<file path="config.mk">
export PLATFORM = sky130hd
export DESIGN_NAME = mem_barrier_gate
export DESIGN_NICKNAME = d
export VERILOG_FILES = /design/src/rtl/mbg_pkg.sv /design/src/rtl/mbg_decode.sv /design/src/rtl/mbg_ld_tracker.sv /design/src/rtl/mbg_ctrl.sv /design/src/rtl/mem_barrier_gate.sv
export SDC_FILE = /design/constraint.sdc
export NUM_CORES = 1
export LEC_CHECK = 0
export ABC_AREA = 1
export BUFFER_PORTS_ARGS = -buffer_cell sky130_fd_sc_hd__buf_2
export CAP_MARGIN = 20
export CORE_MARGIN = 5
export CORE_UTILIZATION = 40
export DETAILED_ROUTE_END_ITERATION = 10
export PLACE_DENSITY = 0.71
export SLEW_MARGIN = 20
export SYNTH_ARGS = -nofsm -noshare
export SYNTH_HDL_FRONTEND = slang
export SYNTH_SLANG_ARGS = --single-unit
export TNS_END_PERCENT = 20
</file>
<file path="constraint.sdc">
create_clock -name clk -period 1.8 [get_ports clk]
set_input_delay 0.36 -clock clk [delete_from_list [all_inputs] [get_ports clk]]
set_output_delay 0.36 -clock clk [all_outputs]
set_load 0.01 [all_outputs]
</file>
<file path="src/rtl/mbg_pkg.sv">
package mbg_pkg;
  localparam logic [5:0] PRI_OP = 6'd31;
  localparam logic [9:0] EXT_OP = 10'd598;
  localparam int         KIND_BIT = 21;

  typedef enum logic {
    BAR_FULL  = 1'b0,
    BAR_LIGHT = 1'b1
  } bar_kind_e;
endpackage

</file>
<file path="src/rtl/mbg_decode.sv">
module mbg_decode
  import mbg_pkg::*;
(
  input  logic [31:0] word,
  output logic        is_barrier,
  output bar_kind_e   kind
);
  always_comb begin
    is_barrier = (word[31:26] == PRI_OP) && (word[10:1] == EXT_OP);
    kind       = word[KIND_BIT] ? BAR_LIGHT : BAR_FULL;
  end
endmodule

</file>
<file path="src/rtl/mbg_ld_tracker.sv">
module mbg_ld_tracker #(
  parameter int CNT_W = 4
) (
  input  logic clk,
  input  logic rst,
  input  logic issue,
  input  logic retire,
  output logic zero
);
  logic [CNT_W-1:0] cnt_q;

  always_ff @(posedge clk) begin
    if (rst) cnt_q <= '0;
    else if (issue && !retire) cnt_q <= cnt_q + 1'b1;
    else if (retire && !issue) cnt_q <= cnt_q - 1'b1;
  end

  assign zero = (cnt_q == '0);

  AST_LD_NO_UNDERFLOW: assert property (@(posedge clk) disable iff (rst)
    (retire && !issue) |-> (cnt_q != '0));
endmodule

</file>
<file path="src/rtl/mbg_ctrl.sv">
module mbg_ctrl
  import mbg_pkg::*;
#(
  parameter int STALL_W = 16
) (
  input  logic               clk,
  input  logic               rst,
  input  logic               accept,
  input  bar_kind_e          kind,
  input  logic               ld_zero,
  input  logic               sq_empty,
  output logic               busy,
  output logic               ld_block,
  output logic               st_block,
  output logic [STALL_W-1:0] stall_cycles
);
  localparam logic [STALL_W-1:0] STALL_MAX = '1;

  logic               busy_q;
  bar_kind_e          kind_q;
  logic               ld_clear_q;
  logic [STALL_W-1:0] stall_q;
  logic               loads_ok;
  logic               release_now;

  always_comb begin
    loads_ok    = (kind_q == BAR_LIGHT) ? (ld_clear_q || ld_zero) : ld_zero;
    release_now = busy_q && loads_ok && sq_empty;
  end

  always_ff @(posedge clk) begin
    if (rst) begin
      busy_q     <= 1'b0;
      kind_q     <= BAR_FULL;
      ld_clear_q <= 1'b0;
      stall_q    <= '0;
    end else if (accept) begin
      busy_q     <= 1'b1;
      kind_q     <= kind;
      ld_clear_q <= 1'b0;
      stall_q    <= '0;
    end else if (busy_q) begin
      if (stall_q != STALL_MAX) stall_q <= stall_q + 1'b1;
      if (ld_zero) ld_clear_q <= 1'b1;
      if (release_now) busy_q <= 1'b0;
    end
  end

  assign busy         = busy_q;
  assign ld_block     = busy_q && !((kind_q == BAR_LIGHT) && ld_clear_q);
  assign st_block     = busy_q;
  assign stall_cycles = stall_q;

  AST_STALL_STEP: assert property (@(posedge clk) disable iff (rst)
    (busy_q && stall_q != STALL_MAX) |=> (stall_q == $past(stall_q) + 1'b1));
  AST_LIGHT_LD_HOLD: assert property (@(posedge clk) disable iff (rst)
    (busy_q && !ld_zero && !ld_clear_q) |-> ld_block);
  AST_NO_ACCEPT_BUSY: assert property (@(posedge clk) disable iff (rst)
    busy_q |-> !accept);
endmodule

</file>
<file path="src/rtl/mem_barrier_gate.sv">
module mem_barrier_gate
  import mbg_pkg::*;
#(
  parameter int LD_CNT_W = 4,
  parameter int STALL_W  = 16
) (
  input  logic               clk,
  input  logic               rst,
  input  logic               insn_valid,
  input  logic [31:0]        insn_word,
  output logic               insn_ready,
  input  logic               ld_in_valid,
  output logic               ld_in_ready,
  output logic               ld_out_valid,
  input  logic               ld_out_ready,
  input  logic               ld_done,
  input  logic               st_in_valid,
  output logic               st_in_ready,
  output logic               st_out_valid,
  input  logic               st_out_ready,
  input  logic               sq_empty,
  output logic               barrier_busy,
  output logic [STALL_W-1:0] stall_cycles
);
  logic      is_barrier;
  bar_kind_e kind;
  logic      accept;
  logic      ld_zero;
  logic      ld_block;
  logic      st_block;
  logic      busy;

  mbg_decode u_decode (
    .word       (insn_word),
    .is_barrier (is_barrier),
    .kind       (kind)
  );

  assign insn_ready = !busy;
  assign accept     = insn_valid && insn_ready && is_barrier;

  assign ld_out_valid = ld_in_valid && !ld_block;
  assign ld_in_ready  = ld_out_ready && !ld_block;
  assign st_out_valid = st_in_valid && !st_block;
  assign st_in_ready  = st_out_ready && !st_block;

  mbg_ld_tracker #(.CNT_W(LD_CNT_W)) u_ld_tracker (
    .clk    (clk),
    .rst    (rst),
    .issue  (ld_out_valid && ld_out_ready),
    .retire (ld_done),
    .zero   (ld_zero)
  );

  mbg_ctrl #(.STALL_W(STALL_W)) u_ctrl (
    .clk          (clk),
    .rst          (rst),
    .accept       (accept),
    .kind         (kind),
    .ld_zero      (ld_zero),
    .sq_empty     (sq_empty),
    .busy         (busy),
    .ld_block     (ld_block),
    .st_block     (st_block),
    .stall_cycles (stall_cycles)
  );

  assign barrier_busy = busy;

  AST_INSN_HELD: assert property (@(posedge clk) disable iff (rst)
    barrier_busy |-> !insn_ready);
  AST_ST_HELD: assert property (@(posedge clk) disable iff (rst)
    barrier_busy |-> (!st_out_valid && !st_in_ready));
  AST_RELEASE_DRAINED: assert property (@(posedge clk) disable iff (rst)
    $fell(barrier_busy) |-> $past(sq_empty));
endmodule

</file>
==> results.json, run 1 <==
{
  "power.switching_uw": 271,
  "power.clock.fraction": 0.306,
  "numCtsBuffers": 3,
  "dr_total_vias": 1515,
  "first_iter_violations": 53,
  "layout_setup_ws_ns": 0.136,
  "die_h_um": 71.1,
  "crit_arrival_ns": 1.86,
  "fp.dieArea_um2": 5050,
  "buffer_ports.inserted": 47,
  "p_comb_frac": 0.172,
  "critical_path.cell_chain": "inv_4 > a21oi_4 > nor3_2 > ha_2 > inv_2 > ha_4 > nand3_1 > nand2_1 > xor2_1 > nand2_1 > a21oi_1",
  "vdd_ir_drop_max_v": 0.000328,
  "vias_per_cell": 4.65,
  "cts-root-buf": "clkbuf_8",
  "setup.worst_path.class": "reg2reg",
  "worst_r2r_startpoint": "u_ctrl.busy",
  "fmaxAchievable_mhz": 601,
  "outcome": "finished clean",
  "startpoint": "u_ctrl.busy",
  "nNetsFinal": 325,
  "die-width_um": 71.1,
  "syn_inst": 223,
  "cts.htree.levels": 1,
  "end_kind": "flip-flop",
  "instance_area_at_placement_um2": 1810,
  "numPlacedInstances": 321,
  "cp_slowest_stage_delay_ns": 0.35,
  "drt_wl_total_mm": 3.38,
  "syn-cell-area_um2": 1490,
  "post-synth-top-area-cell": "dfxtp_1",
  "antenna_violating_nets_post_route": 0,
  "grt_first_pass_wirelength_mm": 6.04,
  "cts.sinks": 23,
  "slew_viol_final": 0,
  "gr-usage-all-layers": 0.141,
  "finalNonFillerCells": 326,
  "drt-wirelength-per-cell_um": 10.4,
  "sw_frac_of_total": 0.261,
  "fin_crit_ns": 1.66,
  "cap_viol_max_count": 0,
  "area.growth.synth_to_final_pct": 26.8,
  "clock_path_buffers": 2,
  "internal_power_uw": 768,
  "reg2regPathDepth": 11,
  "whs_ns": 0.338,
  "endpoint": "u_ld_tracker.cnt_q[3]",
  "synth_nets": 269,
  "place_congestion": 0.784,
  "post-synth-top-area-fraction": 0.309,
  "timing.critical_path.from_type": "flip-flop",
  "synth-warning-count": 0,
  "synth_area_leaders": "dfxtp_1 (31%), nand2_1 (16%), nor2_1 (7.8%)",
  "final_hold_viol_count": 0,
  "dpl.hpwl_mm": 2.68,
  "place_ws_ns": -0.0811,
  "critPathMostFrequentCell": "nand2_1",
  "grt_overflow": 0,
  "tritoncts": "yes",
  "ys_seq_area_frac": 0.309,
  "timing.hold.worst.class": "in2reg",
  "detail_route.drc_violations": 0,
  "slowest_stage": "dfxtp_4",
  "tns_ns": 0,
  "max_slew.worst_pin.slew_ns": 0.374,
  "ys_ff_latch": 23,
  "relSlewSlack": 0.750,
  "initial_utilization": 0.410,
  "clock-skew-final_ns": 0.00441,
  "core_area_um2": 3630,
  "first_pass_iters": 4,
  "first_global_vias": 1457,
  "antenna_violations_before_repair": 0,
  "rsz0062_at_grt": "false",
  "p_leak_nw": 0.855,
  "final_cell_area_um2": 1890,
  "pwr_density_cell_nw_per_um2": 549,
  "critical_path_required_ns": 2.00,
  "synth_cell_types": 25,
  "synthesized_area_per_cell_um2": 6.69,
  "grt_start_max_net_pins": 18,
  "power_frac_seq": 0.522,
  "path_clk_slew_ns": 0.08,
  "post_route_cells_drive_above_1_share": 0.317,
  "regToRegSetupSlack_ns": 0.14,
  "report.final.setup_viol": 0,
  "io-pin-count": 63,
  "insertedDiodeCount": 0,
  "std_cell_rows": 22,
  "insertion_delay_ns": 0.26,
  "worst_r2r_endpoint": "u_ld_tracker.cnt_q[3]",
  "critPathMaxFanout": 3,
  "timing.final.crit_share": 0.924
}
==> critical path, delay by kind of cell (launching register included) <==
family	cells	cell delay, ns
compound gates	2	0.15
xor+xnor	1	0.15
fa+ha+maj	2	0.48
buf+inv	2	0.12
flops	1	0.35
simple gates	4	0.34
==> per-layer routing <==
layer  global-route usage  share of wire
met1                0.175           0.44
met3               0.0384          0.064
met5                    0              0
met4               0.0251          0.010
met2                0.248           0.48
==> cells by family after synthesis <==
family                     count (synthesis)  synth area share
adders and majority gates                  5            0.0470
DFF                                       23             0.309
AOI/OAI and AO/OA                         27             0.120
and+or+nand+nor                          126             0.365
buffers and inverters                     31            0.0948
xor gates and xnor gates                  11            0.0646
==> synthesized netlist by cell type <==
cell,count
inv_2,1
a21oi_2,10
nand3b_1,1
nand2_2,4
nor3_1,5
xnor2_1,4
o21ai_2,1
nand4_1,3
dfxtp_1,23
fa_1,1
nand3_1,11
o21ai_0,5
o21a_1,1
a21oi_1,10
nor3_2,1
nor2_4,1
nand2_1,65
ha_1,4
buf_6,2
clkbuf_8,1
nand4_2,1
inv_1,27
nor2_2,3
nor2_1,31
xor2_1,7
==> layout by cell type (no fill, tap or decap), drive strengths merged <==
cell type,count
a21oi,20
buf,54
clkbuf,4
dfxtp,23
fa,1
ha,4
inv,28
nand2,69
nand3,11
nand3b,1
nand4,4
nor2,35
nor3,6
o21a,1
o21ai,6
xnor2,4
xor2,7
==> repair_timing <==
item	CTS	global route
gates resized for setup	3	5
hold buffers	0	0
pin swaps	0	1
endpoints found under the setup margin	1	1
setup buffers	0	1
==> power groups by stage <==
stage	Sequential [mW]	Clock (mW)	Combinational [mW]
after floorplan	0.548	0	0.110
after global placement	0.551	0	0.158
after detailed placement	0.552	0	0.165
after CTS	0.540	0.336	0.166
after global routing	0.546	0.353	0.207
final	0.542	0.318	0.179
==> state kept, by name, indices dropped and copies added (netlist names) <==
name / count
u_ctrl.busy: 1
u_ctrl.ld_clear_q: 1
u_ctrl.stall_cycles: 16
u_ld_tracker.cnt_q: 4
u_ctrl.kind_q: 1
==> how the worst min path moves through the flow <==
stage                               start               endpoint  cells past startpoint
detailed placement  u_ld_tracker.cnt_q[3]  u_ld_tracker.cnt_q[3]                      2
floorplan                             rst            u_ctrl.busy                      1
CTS                                   rst            u_ctrl.busy                      2
finish                                rst            u_ctrl.busy                      2
global route                          rst            u_ctrl.busy                      2
global placement    u_ld_tracker.cnt_q[3]  u_ld_tracker.cnt_q[3]                      2
==> cell type report <==
cell class                 instances  area [µm²]
tap                               48        60.1
fill                             385        1740
inverter                          28         108
clock buffer                       4        45.0
multi-input combinational        169         925
sequential                        23         467
timing repair buffer              54         288
==> stage by stage <==
step,utilization,power [mW]
6_report,0.521,1.04
5_1_grt,0.521,1.11
4_1_cts,0.510,1.04
3_5_place_dp,0.497,0.717
3_3_place_gp,0.497,0.709
2_1_floorplan,-,0.658
No activity file was read; power rests on OpenSTA's default activity.
==> inputs of run 2 (changes only) <==
- SETUP_SLACK_MARGIN: default -> 0.5
==> run 2 against run 1 <==
Non-clock buffer count grew 11. Hold slack got worse by 0.0022 ns. Power rose by 2.5%. Die area stayed put. Clock skew grew 0.0031 ns. Utilization up 8.2 points. Via count grew 6.2%. Routed wire length increased by 17%. Critical path type unchanged. Largest power group unchanged.
==> results.json, run 2 (same netlist as run 1, synthesis figures left out) <==
{
  "path_clk_slew_ns": 0.08,
  "detail_route.drc_violations": 0,
  "instance_area_at_placement_um2": 1840,
  "nNetsFinal": 338,
  "report.power.total_mw": 1.07,
  "place_congestion": 0.764,
  "post_route_cells_drive_above_1_share": 0.471,
  "layout.filler_cells": 354,
  "cts-root-buf": "clkbuf_8",
  "vdd_ir_drop_max_v": 0.000415,
  "pwr_density_cell_nw_per_um2": 487,
  "clock_path_buffers": 2,
  "cp_slowest_stage_delay_ns": 0.36,
  "antenna_violations_before_repair": 0,
  "drt_wl_total_mm": 3.96,
  "grt_first_pass_wirelength_mm": 6.56,
  "p_comb_frac": 0.191,
  "critical_path_required_ns": 2.00,
  "tns_ns": 0,
  "fp.dieArea_um2": 5050,
  "timing.critical_path.from_type": "flip-flop",
  "seq_area_um2": 489,
  "cap_viol_max_count": 0,
  "first_global_vias": 1563,
  "max_slew.worst_pin.slew_ns": 0.280,
  "slowest_stage": "dfxtp_4",
  "final_hold_viol_count": 0,
  "fmaxAchievable_mhz": 609,
  "final_cell_area_um2": 2190,
  "power.switching_uw": 281,
  "std_cell_rows": 22,
  "outcome": "finished clean",
  "numCtsBuffers": 3,
  "io-pin-count": 63,
  "first_pass_iters": 4,
  "p_leak_nw": 0.987,
  "grt_start_max_net_pins": 13,
  "grt_overflow": 0,
  "buffer_ports.inserted": 47,
  "report.final.setup_viol": 0,
  "numPlacedInstances": 320,
  "die_h_um": 71.1,
  "timing.final.crit_share": 0.913,
  "gr-usage-all-layers": 0.158,
  "timing.hold.worst.class": "in2reg",
  "dpl.hpwl_mm": 2.62,
  "dr_total_vias": 1609,
  "insertedDiodeCount": 0,
  "area.growth.synth_to_final_pct": 46.7,
  "setup.worst_path.class": "reg2reg",
  "cts.sinks": 23,
  "power.clock.fraction": 0.303,
  "first_iter_violations": 110,
  "largest_reg_flops": 16,
  "sw_frac_of_total": 0.264,
  "drt-wirelength-per-cell_um": 11.7,
  "core_area_um2": 3630,
  "initial_utilization": 0.410,
  "final_cell_mix": "nand2_1 (58), buf_2 (47), inv_1 (26), nor2_1 (25), buf_4 (15)",
  "crit_arrival_ns": 1.84,
  "critical_path.cell_chain": "clkinv_4 > a21oi_4 > nor3_2 > ha_2 > inv_2 > ha_4 > nand3_2 > nand2_2 > xor2_1 > nand2_1 > a21oi_1",
  "critical_path_buf_inv_count": 2,
  "internal_power_uw": 784,
  "die-width_um": 71.1,
  "critPathMaxFanout": 3,
  "insertion_delay_ns": 0.27,
  "path_delay_family": "adder cells",
  "vias_per_cell": 4.75,
  "end_kind": "flip-flop",
  "tritoncts": "yes",
  "power_frac_seq": 0.506,
  "relSlewSlack": 0.812,
  "antenna_violating_nets_post_route": 0,
  "slew_viol_final": 0,
  "cts.htree.levels": 1,
  "clock-skew-final_ns": 0.00749,
  "rsz0062_at_grt": "true",
  "finalNonFillerCells": 339,
  "multi_input_comb_area_um2": 1080,
  "cts_hold_repair.buffers": 0,
  "layout_commonest_cell": "nand2_1",
  "fin_crit_ns": 1.64
}
==> run 2: final timing paths <==
check | slack [ns] | start | cells after the start | to
setup / recovery | 0.16 | u_ctrl.busy | 11 | u_ld_tracker.cnt_q[3]
setup reg to reg | 0.16 | u_ctrl.busy | 11 | u_ld_tracker.cnt_q[3]
hold / removal | 0.34 | rst | 2 | u_ctrl.busy
hold reg to reg | 0.50 | u_ctrl.stall_cycles[8] | 2 | u_ctrl.stall_cycles[8]
==> run 2: metrics by stage <==
step                 util  setup slack (ns)  hold WS, ns
global placement    0.506            0.0373        0.473
global route        0.602            0.0470        0.325
CTS                 0.580             0.149        0.314
detailed placement  0.506           0.00916        0.489
floorplan               -             0.101        0.419
finish              0.602             0.157        0.335
==> run 2: layer usage <==
metal | wire length [µm] | global-route usage | up-vias | share of wire
li1 | - | - | 844 | -
met1 | 1610 | 0.173 | 723 | 0.41
met2 | 2120 | 0.299 | 34 | 0.53
met3 | 187 | 0.0384 | 8 | 0.047
met4 | 48 | 0.0418 | 0 | 0.012
met5 | 0 | 0 | - | 0
==> run 2: what timing repair did <==
item / CTS / global route
setup buffers: 10 / 2
endpoints found under the setup margin: 26 / 29
gates resized for setup: 33 / 22
pin swaps: 15 / 11
hold endpoints to repair: 0 / 0
cloned: 3 / 0
==> run 2: power by group through the flow <==
stage                     Clock [mW]  Combinational [mW]  Sequential, mW
after global routing           0.357               0.233           0.543
after CTS                      0.335               0.204           0.542
after floorplan                    0               0.129           0.550
after global placement             0               0.177           0.553
final                          0.323               0.204           0.539
after detailed placement           0               0.181           0.554
==> run 2: final cells by class <==
| class | count | share of cell area |
|---|---|---|
| multi-input combinational | 171 | 0.492 |
| sequential | 23 | 0.224 |
| timing repair buffer | 65 | 0.186 |
| inverter | 28 | 0.0503 |
| tap | 48 | 0.0274 |
| clock buffer | 4 | 0.0206 |
==> inputs of run 3 (changes only) <==
- CORE_UTILIZATION: 40 -> 43
- PLACE_DENSITY: 0.71 -> 0.76
==> run 3 against run 2 <==
Sequential power hardly changed. Count of clock-buffer cells in the layout did not move. Cell count rose by 0.59%. First-iteration DRC count shrank 21%. Sequential share of layout area is essentially flat. Largest cell class unchanged.
==> results.json, run 3 (same netlist as run 1, synthesis figures left out) <==
{
  "path_clk_slew_ns": 0.13,
  "antenna_violations_before_repair": 0,
  "tritoncts": "yes",
  "slew_viol_final": 0,
  "insertedDiodeCount": 0,
  "startpoint": "u_ctrl.busy",
  "pwr_density_cell_nw_per_um2": 443,
  "crit_arrival_ns": 1.97,
  "layout_commonest_cell": "nand2_1",
  "fp.dieArea_um2": 4750,
  "multi_input_comb_area_um2": 1090,
  "cts_hold_repair.buffers": 0,
  "dr_total_vias": 1706,
  "critical_path.cell_chain": "clkinv_4 > a21oi_4 > nor3_2 > ha_2 > inv_4 > ha_4 > a21oi_2 > nand2_2 > xor2_1 > nand2_1 > a21oi_2",
  "finalNonFillerCells": 341,
  "relSlewSlack": 0.789,
  "timing.hold.worst.class": "in2reg",
  "cts.sinks": 23,
  "first_pass_iters": 4,
  "critPathMaxFanout": 3,
  "tns_ns": 0,
  "std_cell_rows": 21,
  "detail_route.drc_violations": 0,
  "cp_slowest_stage_delay_ns": 0.38,
  "rsz0062_at_grt": "true",
  "io-pin-count": 63,
  "largest_reg_flops": 16,
  "slowest_stage": "dfxtp_4",
  "vdd_ir_drop_max_v": 0.000428,
  "fmaxAchievable_mhz": 584,
  "gr-usage-all-layers": 0.191,
  "insertion_delay_ns": 0.31,
  "place_congestion": 0.816,
  "critPathMostFrequentCell": "a21oi_2",
  "die_h_um": 68.9,
  "core_area_um2": 3340,
  "setup.worst_path.class": "reg2reg",
  "nNetsFinal": 342,
  "min_from": "rst",
  "final_hold_viol_count": 0,
  "first_iter_violations": 87,
  "first_global_vias": 1610,
  "worst_r2r_startpoint": "u_ctrl.busy",
  "clock-skew-final_ns": 0.00568,
  "seq_area_um2": 500,
  "critical_path_required_ns": 2.05,
  "numCtsBuffers": 3,
  "timing.final.crit_share": 0.952,
  "vias_per_cell": 5.00,
  "p_leak_nw": 1.03,
  "initial_utilization": 0.447,
  "report.power.total_uw": 995,
  "timing.critical_path.from_type": "flip-flop",
  "die-width_um": 68.9,
  "outcome": "finished clean",
  "post_route_cells_drive_above_1_share": 0.478,
  "area.growth.synth_to_final_pct": 50.4,
  "cts.htree.levels": 1,
  "layout.filler_cells": 290,
  "drt_wl_total_mm": 4.30,
  "max_slew.worst_pin.slew_ns": 0.314,
  "grt_start_max_net_pins": 13,
  "dpl.hpwl_mm": 2.66,
  "clock_path_buffers": 2,
  "final_cell_mix": "nand2_1 (57), buf_2 (47), nor2_1 (27), inv_1 (26), buf_4 (17)",
  "cts-root-buf": "clkbuf_4",
  "report.final.setup_viol": 0,
  "drt-wirelength-per-cell_um": 12.6,
  "buffer_ports.inserted": 47,
  "numPlacedInstances": 317,
  "end_kind": "flip-flop",
  "grt_first_pass_wirelength_mm": 6.91,
  "grt_overflow": 0,
  "antenna_violating_nets_post_route": 0,
  "fin_crit_ns": 1.71,
  "cap_viol_max_count": 0
}
## run 3: cell count changes in the layout (fill, tap and decap cells not counted), sizes merged
cell,before,now
bufbuf,1,0
nor2,37,36
buf,64,70
## run 3: worst max-delay path, delay by kind of cell (launching register included)
family / cells / cell delay, ns
DFF: 1 / 0.38
buffers and inverters: 2 / 0.14
and+or+nand+nor: 3 / 0.20
xor gates and xnor gates: 1 / 0.13
AOI/OAI and AO/OA: 3 / 0.39
adders and majority gates: 2 / 0.40
## run 3: what timing repair did
item | 4_1_cts | 5_1_grt
resized for setup | 46 | 21
setup buffers | 15 | 2
gates cloned | 3 | 0
endpoints found under the setup margin | 28 | 34
pin swaps | 15 | 8
## run 3: final timing paths
| path | end | slack (ns) | cells past startpoint |
|---|---|---|---|
| worst max-delay path | u_ld_tracker.cnt_q[3] | 0.09 | 11 |
| worst min-delay path | u_ctrl.busy | 0.28 | 2 |
| worst max register to register | u_ld_tracker.cnt_q[3] | 0.09 | 11 |
| worst min register to register | u_ctrl.stall_cycles[4] | 0.52 | 2 |
## run 3: layout make-up
cell class / count / area share
repair buffers: 70 / 0.205
multi-input cells: 170 / 0.485
inverters: 28 / 0.0502
clock buffers: 4 / 0.0117
flip-flops and latches: 23 / 0.223
well taps: 46 / 0.0257
## run 3: per-stage QoR
| step | area (µm²) | utilization | worst slack (ns) | hold WS, ns |
|---|---|---|---|---|
| floorplan | 1540 | - | 0.101 | 0.419 |
| global placement | 1830 | 0.548 | 0.0430 | 0.475 |
| detailed placement | 1830 | 0.548 | -0.0412 | 0.508 |
| CTS | 2170 | 0.651 | 0.125 | 0.274 |
| global route | 2240 | 0.672 | 0.000362 | 0.284 |
| finish | 2240 | 0.672 | 0.0862 | 0.277 |
## run 3: power by group
| part | switching, mW | internal (mW) | total [mW] |
|---|---|---|---|
| Combinational | 0.106 | 0.106 | 0.212 |
| Clock | 0.159 | 0.0866 | 0.246 |
| Sequential | 0.0227 | 0.514 | 0.537 |
| Total | 0.288 | 0.707 | 0.995 |
## run 3: metal layers
layer  part of all wire  vias to the layer above  track usage
met5                  0                        -            0
met4              0.043                        0       0.0925
li1                   -                      851            -
met1               0.38                      762        0.220
met2               0.51                       75        0.336
met3              0.068                       18       0.0373
